<file path="src/rtl/dtmr_pkg.sv">
package dtmr_pkg;
    localparam int CNT_W  = 12;
    localparam int DATA_W = 8;
    localparam int ADDR_W = 8;
    localparam int HI_W   = CNT_W - DATA_W;
    localparam int EN_BIT = 5;

    typedef struct packed {
        logic [HI_W-1:0]   hi;
        logic [DATA_W-1:0] lo;
        logic              ien;
    } regs_t;

    typedef struct packed {
        logic [CNT_W-1:0] count;
        logic             flag;
    } core_t;
endpackage

</file>
<file path="src/rtl/dtmr_regfile.sv">
module dtmr_regfile
    import dtmr_pkg::*;
#(
    parameter logic [ADDR_W-1:0] A_HI   = 8'h94,
    parameter logic [ADDR_W-1:0] A_LO   = 8'h95,
    parameter logic [ADDR_W-1:0] A_STAT = 8'h92
) (
    input  logic              clk,
    input  logic              rst_n,
    input  logic              we,
    input  logic              re,
    input  logic [ADDR_W-1:0] addr,
    input  logic [DATA_W-1:0] wdata,
    input  logic              flag,
    output logic [DATA_W-1:0] rdata,
    output logic [CNT_W-1:0]  load_val,
    output logic              start,
    output logic              clr,
    output logic              ien
);
    regs_t r_d, r_q;
    logic  unused_wbits;

    assign unused_wbits = ^wdata;

    always_comb begin
        r_d = r_q;
        if (we && addr == A_HI)   r_d.hi  = wdata[HI_W-1:0];
        if (we && addr == A_LO)   r_d.lo  = wdata;
        if (we && addr == A_STAT) r_d.ien = wdata[EN_BIT];
    end

    always_ff @(posedge clk) begin
        if (!rst_n) r_q <= '0;
        else        r_q <= r_d;
    end

    always_comb begin
        rdata = '0;
        if (re && addr == A_STAT) rdata[EN_BIT] = flag;
    end

    // the start value already includes a low byte written in this cycle
    assign load_val = (we && addr == A_LO) ? {r_q.hi, wdata} : {r_q.hi, r_q.lo};
    assign start    = we && addr == A_LO;
    assign clr      = re && addr == A_STAT;
    assign ien      = r_q.ien;
endmodule

</file>
<file path="src/rtl/dtmr_tick_sel.sv">
module dtmr_tick_sel (
    input  logic fast_tick,
    input  logic slow_tick,
    input  logic rate_fast,
    output logic tick
);
    always_comb begin
        tick = rate_fast ? fast_tick : slow_tick;
    end
endmodule

</file>
<file path="src/rtl/dtmr_core.sv">
module dtmr_core
    import dtmr_pkg::*;
(
    input  logic             clk,
    input  logic             rst_n,
    input  logic             tick,
    input  logic             start,
    input  logic [CNT_W-1:0] load_val,
    input  logic             ien,
    input  logic             clr,
    output logic [CNT_W-1:0] count,
    output logic             flag
);
    core_t c_d, c_q;
    logic  expire;

    always_comb begin
        c_d    = c_q;
        expire = tick && !start && (c_q.count == CNT_W'(1));
        if (start) begin
            c_d.count = load_val;
        end else if (tick && c_q.count != '0) begin
            if (expire) c_d.count = load_val;
            else        c_d.count = c_q.count - CNT_W'(1);
        end
        // a new expiry takes precedence over a clearing read
        if (expire && ien) c_d.flag = 1'b1;
        else if (clr)      c_d.flag = 1'b0;
    end

    always_ff @(posedge clk) begin
        if (!rst_n) c_q <= '0;
        else        c_q <= c_d;
    end

    assign count = c_q.count;
    assign flag  = c_q.flag;
endmodule

</file>
<file path="src/rtl/dtmr_top.sv">
module dtmr_top
    import dtmr_pkg::*;
#(
    parameter logic [ADDR_W-1:0] A_HI   = 8'h94,
    parameter logic [ADDR_W-1:0] A_LO   = 8'h95,
    parameter logic [ADDR_W-1:0] A_STAT = 8'h92
) (
    input  logic              clk,
    input  logic              rst_n,
    input  logic              bus_we,
    input  logic              bus_re,
    input  logic [ADDR_W-1:0] bus_addr,
    input  logic [DATA_W-1:0] bus_wdata,
    output logic [DATA_W-1:0] bus_rdata,
    input  logic              fast_tick,
    input  logic              slow_tick,
    input  logic              rate_fast,
    output logic              irq
);
    logic             tick, start, clr, ien, flag;
    logic [CNT_W-1:0] load_val, count;

    dtmr_regfile #(.A_HI(A_HI), .A_LO(A_LO), .A_STAT(A_STAT)) u_regs (
        .clk(clk), .rst_n(rst_n), .we(bus_we), .re(bus_re), .addr(bus_addr),
        .wdata(bus_wdata), .flag(flag), .rdata(bus_rdata), .load_val(load_val),
        .start(start), .clr(clr), .ien(ien)
    );

    dtmr_tick_sel u_sel (
        .fast_tick(fast_tick), .slow_tick(slow_tick), .rate_fast(rate_fast), .tick(tick)
    );

    dtmr_core u_core (
        .clk(clk), .rst_n(rst_n), .tick(tick), .start(start), .load_val(load_val),
        .ien(ien), .clr(clr), .count(count), .flag(flag)
    );

    assign irq = flag;
endmodule

</file>
<file path="config.mk">
export PLATFORM = sky130hd
export DESIGN_NAME = dtmr_top
export DESIGN_NICKNAME = d
export VERILOG_FILES = /design/src/rtl/dtmr_pkg.sv /design/src/rtl/dtmr_regfile.sv /design/src/rtl/dtmr_tick_sel.sv /design/src/rtl/dtmr_core.sv /design/src/rtl/dtmr_top.sv
export SDC_FILE = /design/constraint.sdc
export NUM_CORES = 1
export LEC_CHECK = 0
export CORE_MARGIN = 3
export CORE_UTILIZATION = 40
export DETAILED_ROUTE_END_ITERATION = 6
export GPL_TIMING_DRIVEN = 0
export HOLD_SLACK_MARGIN = 0.15
export PLACE_DENSITY_LB_ADDON = 0.2
export SLEW_MARGIN = 10
export SYNTH_ARGS = -nofsm -noshare
export SYNTH_HDL_FRONTEND = slang
export SYNTH_SLANG_ARGS = --single-unit
</file>
<file path="constraint.sdc">
create_clock -name clk -period 2.45 [get_ports clk]
set_clock_uncertainty 0.05 [all_clocks]
set_input_delay 0.49 -clock clk [delete_from_list [all_inputs] [get_ports clk]]
set_output_delay 0.49 -clock clk [all_outputs]
set_load 0.03 [all_outputs]
</file>
* Word level (Yosys, flattened, before mapping)
Index checks and enable logic that the tools add are counted.
Word-level totals: bits in registers 26, output and inout port bits 9
Cells by class: muxes and demuxes 8, reductions and logical operators 12, add/sub/neg operators 1, equal/unequal tests 4
Operators by type and width (count):
- two-way mux 12 bit | 3
- equality test 8 bit (second input constant) | 3
- equality test 12 x 1 -> 1 bit (second input constant) | 1
- nonzero test 12 bit | 1
- subtractor 12 x 1 -> 12 bit (second input constant) | 1
- logical AND 1 bit | 8
- two-way mux 8 bit | 1
- two-way mux 1 bit | 4
- nonzero test 2 bit | 2
- logical NOT 1 bit | 1

* Logic depth before layout (Yosys ltp)
depth after elaboration 8, depth in mapped cells 8, gate-level depth less buffers 7

* Cells and area by module
A second synthesis with hierarchy kept.
Unflattened totals: cells, all modules 196, area total of the unflattened synthesis 1706.6 µm²
By module, submodules not included:
- dtmr_core | area each 897.1 µm², times used 1, cells an instance 111, sequential area each 260.2 µm²
- dtmr_regfile | area each 794.5 µm², times used 1, cells an instance 84, sequential area each 260.2 µm²
- dtmr_tick_sel | area each 15.0 µm², times used 1, cells an instance 1, sequential area each 0.0 µm²

* Worst setup path before layout
Ideal clock, no wire load.
kind input-to-reg, from input port bus_addr[5], to register u_core.c_q (netlist bit u_core.count[11]), stages 6, required time 2.283 ns, buffers on the path 1, arrival time 1.850 ns, setup slack 0.432 ns, cell sequence nand4bb_1 -> or3_1 -> clkbuf_1 -> o21ai_2 -> mux2_2 -> a32o_1
On the way: longest elaborated chain between the ends 8, elaborated cells on any way between the ends 9
Ends and longest elaborated chain:
- from (decl) | RTL line dtmr_top.sv:12 | input logic [ADDR_W-1:0] bus_addr,
- equality test 8 bit * | RTL line dtmr_regfile.sv:45 | assign start = we && addr == A_LO;
- logical AND 1 bit * | RTL line dtmr_regfile.sv:45
- logical NOT 1 bit | RTL line dtmr_core.sv:19 | expire = tick && !start && (c_q.count == CNT_W'(1));
- logical AND 1 bit (2 in a row) | RTL line dtmr_core.sv:19
- two-way mux 12 bit | RTL line dtmr_core.sv:23 | if (expire) c_d.count = load_val;
- two-way mux 12 bit | RTL line dtmr_core.sv:22 | end else if (tick && c_q.count != '0) begin
- two-way mux 12 bit | RTL line dtmr_core.sv:20 | if (start) begin
- to (signal assigned) | RTL line dtmr_core.sv:32 | if (!rst_n) c_q <= '0;
- to (signal assigned) | RTL line dtmr_core.sv:33 | else c_q <= c_d;
- to (decl) | RTL line dtmr_core.sv:14 | core_t c_d, c_q;
Mark *: on every way between the ends. The rest lies on a longest branch, timed or not. The select of a mux whose other input is x is not followed. A chain may end at the register's enable or synchronous reset.

* Worst setup path in the final report
from input port bus_addr[4], to output port bus_rdata[5]
On the way: longest elaborated chain between the ends 3
Ends and longest elaborated chain:
- equality test 8 bit | RTL line dtmr_regfile.sv:40 | if (re && addr == A_STAT) rdata[EN_BIT] = flag;
- logical AND 1 bit | RTL line dtmr_regfile.sv:40
- two-way mux 1 bit | RTL line dtmr_regfile.sv:40
- to (decl) | RTL line dtmr_top.sv:14 | output logic [DATA_W-1:0] bus_rdata,
No other way between the ends.

==> out/summary.txt <==
DP HPWL = 3050 µm
Vias/cell = 5.72
average cell area after synthesis = 7.98 µm²
IO buf count = 24
Ports = 32
crit-path cells = clkdlybuf4s50_1 > nand4bb_4 > nor3_4 > nand3_1 > nor2_1 > buf_2
Worst Path Class, Setup = in2out
ANT cells = 0
pin count of the biggest net entering global routing = 15
Top FF cell, synth = dfxtp_1
Seq/Total Area, Yosys = 33.1%
DRT iter0 DRCs = 83
post-CTS setup repair buffer count = 0
WL per Instance = 15.6 µm
fin nets = 258
row count = 22
Pins Over Slew Limit = 0
dominant cells by area after synthesis = dfxtp_1, a21oi_1, nand2_1, mux2i_1, nor2_1
maximum vdd drop = 0.353 mV
Num CTS Buffers = 3
Final min period = 2.35 ns
core area = 3720 µm²
Mapped Cells = 197
CP delay by family, top = buffers and inverters
cts hold-fix bufs = 0
Cell variety after synth = 48
final setup TNS = 0 ns
#FFs+latches synth = 26
number of global-route vias before repair = 1,467
grt ovf = 0
first-pass GRT wire length = 7070 µm
Power Dens Cells = 887 nW/µm²
initial antenna violation count = 0
Residual DRC = 0
CTS root buffer = clkbuf_8
ys async rst share = 0%
Longest Clk Path Bufs = 2
Place WS = -0.439 ns
worst path bufs/invs = 2
Syn-to-layout area delta = 25.6%
final hold vios = 0
relative slew slack = 61.9%
slowest cell delay on critical path = 0.51 ns
RSZ-0062 raised after global routing = false
Total Routing Usage GR = 20.3%
slowest cell on the critical path = clkdlybuf4s50_1
Final period util = 95.8%
startpoint type of the worst setup path = input pin
area of the mapped netlist = 1570 µm²
Overall Power = 1.75 mW
run status = finished clean
Placed Area = 1890 µm²
clock slew at reported path FFs = 0.10 ns
Initial Util = 42.3%
max_cap viols = 0
filler cell count = 399
Hold Crit Class = reg2reg
routability cong. = 0.924
Chip Width = 68.7 µm
drt pass-1 iters = 4
Required @ worst endpoint = 1.91 ns
worst setup margin = 0.102 ns
setup violators final = 0
DRT Wirelength = 4360 µm
yosys warns = 0
CP Capture Type = output pin
fmax = 426 MHz
Worst-Margin Slew = 0.566 ns
share of the synthesized area in the top cell type = 33.1%
Detail Route Antenna Nets = 0
crit path DAT = 1.81 ns
final non-filler cell total = 279
die area = 4720 µm²
CP max FO = 3
share of post-route cells with drive strength above 1 = 13.9%
area leader, netlist = dfxtp_1
DP Cell Count = 275
Leak Pwr = 0.707 nW
clk sinks = 26
hold slack final = 0.413 ns
CTS tree = done
number of flops mapped to enable cells by yosys = 0
fin area = 1970 µm²
CTS H-tree lvls = 1
post-layout util = 53.1%
Die Y = 68.7 µm
Skew-Pair Late Insertion Delay = 0.28 ns
Vias = 1,595
[sequential cells by signal, indices dropped and copies added (netlist names)]
register,flops
u_regs.ien,1
u_core.count,12
u_core.flag,1
u_regs.r_q,12
[what timing repair did]
item | CTS | global route
endpoints found under the setup margin | 1 | 10
resized for setup | 4 | 8
pin swaps | 0 | 1
[worst register-to-register path, stage by stage, from the launching register on]
cell and delay, ns:
dfxtp_1 0.39, inv_1 0.12, ha_1 0.18, or3b_2 0.47, nor4_2 0.23, or2_1 0.16, buf_6 0.15, a21oi_1 0.13
a32o_1 0.26
[cells by family (layout without fill, tap and decap cells)]
| group | after synthesis | in the layout | share of synthesized area [%] |
|---|---|---|---|
| other cells | 1 | 7 | 0.239 |
| buf+inv | 25 | 53 | 8.36 |
| simple gates | 75 | 75 | 25.7 |
| fa+ha+maj | 3 | 3 | 2.39 |
| compound gates | 58 | 58 | 24.3 |
| flops | 26 | 26 | 33.1 |
| mux | 9 | 9 | 5.89 |
[routing by layer]
layer,routed length (µm),GRT usage (%)
met1,2040,27.1
met5,0,0
met4,99,10.7
met2,1980,31.7
met3,244,2.43
[final cells by class]
| cell class | instances | area, µm² | share of cell area [%] |
|---|---|---|---|
| plain buffers | 20 | 115 | 5.83 |
| inverters | 5 | 18.8 | 0.951 |
| flip-flops and latches | 26 | 520 | 26.4 |
| clock buffers | 4 | 55.1 | 2.79 |
| well taps | 48 | 60.1 | 3.04 |
| repair buffers | 24 | 235 | 11.9 |
| multi-input cells | 152 | 970 | 49.1 |
[cell usage in the layout (no fill, tap or decap), types with 4 or more instances in the layout]
master / synthesis / routed
clkbuf_1: 9 / 7
nor3_1: 8 / 7
clkdlybuf4s50_1: 0 / 23
nand2_1: 20 / 20
dfxtp_1: 26 / 26
a21oi_1: 18 / 18
a211oi_1: 4 / 4
clkbuf_8: 0 / 4
o21ai_0: 12 / 12
nand3_1: 6 / 6
buf_4: 7 / 7
nor2_1: 17 / 17
inv_1: 5 / 5
mux2i_1: 7 / 7
conb_1: 1 / 7
buf_2: 3 / 4
or3_1: 6 / 6
[final timing paths]
kind / slack (ns) / endpoint / from / depth (start not counted)
max reg2reg: 0.21 / u_core.count[11] / u_core.count[0] / 8
max: 0.10 / bus_rdata[5] / bus_addr[4] / 6
min reg2reg: 0.41 / u_regs.r_q[6] / u_regs.r_q[6] / 2
min: 0.41 / u_regs.r_q[6] / u_regs.r_q[6] / 2
[cell usage after synthesis, types with 2 or more instances]
master and instances:
dfxtp_1 26, nand2_1 20, a21oi_1 18, nor2_1 17, o21ai_0 12, clkbuf_1 9
nor3_1 8, buf_4 7, mux2i_1 7, nand3_1 6, or3_1 6, inv_1 5
a211oi_1 4, a31oi_1 3, a32o_1 3, buf_2 3, ha_1 3, o22ai_1 3
mux2_2 2, nand4_1 2, nor3_2 2, o211ai_1 2, o31ai_1 2, or2_1 2
or3_4 2
[where the power goes]
part | internal (mW) | leakage (nW) | switching (mW)
clock network | 0.144 | 0.0288 | 0.150
registers | 0.480 | 0.211 | 0.0801
logic | 0.396 | 0.467 | 0.501
total | 1.02 | 0.707 | 0.731
(Power assumes the default switching activity.)
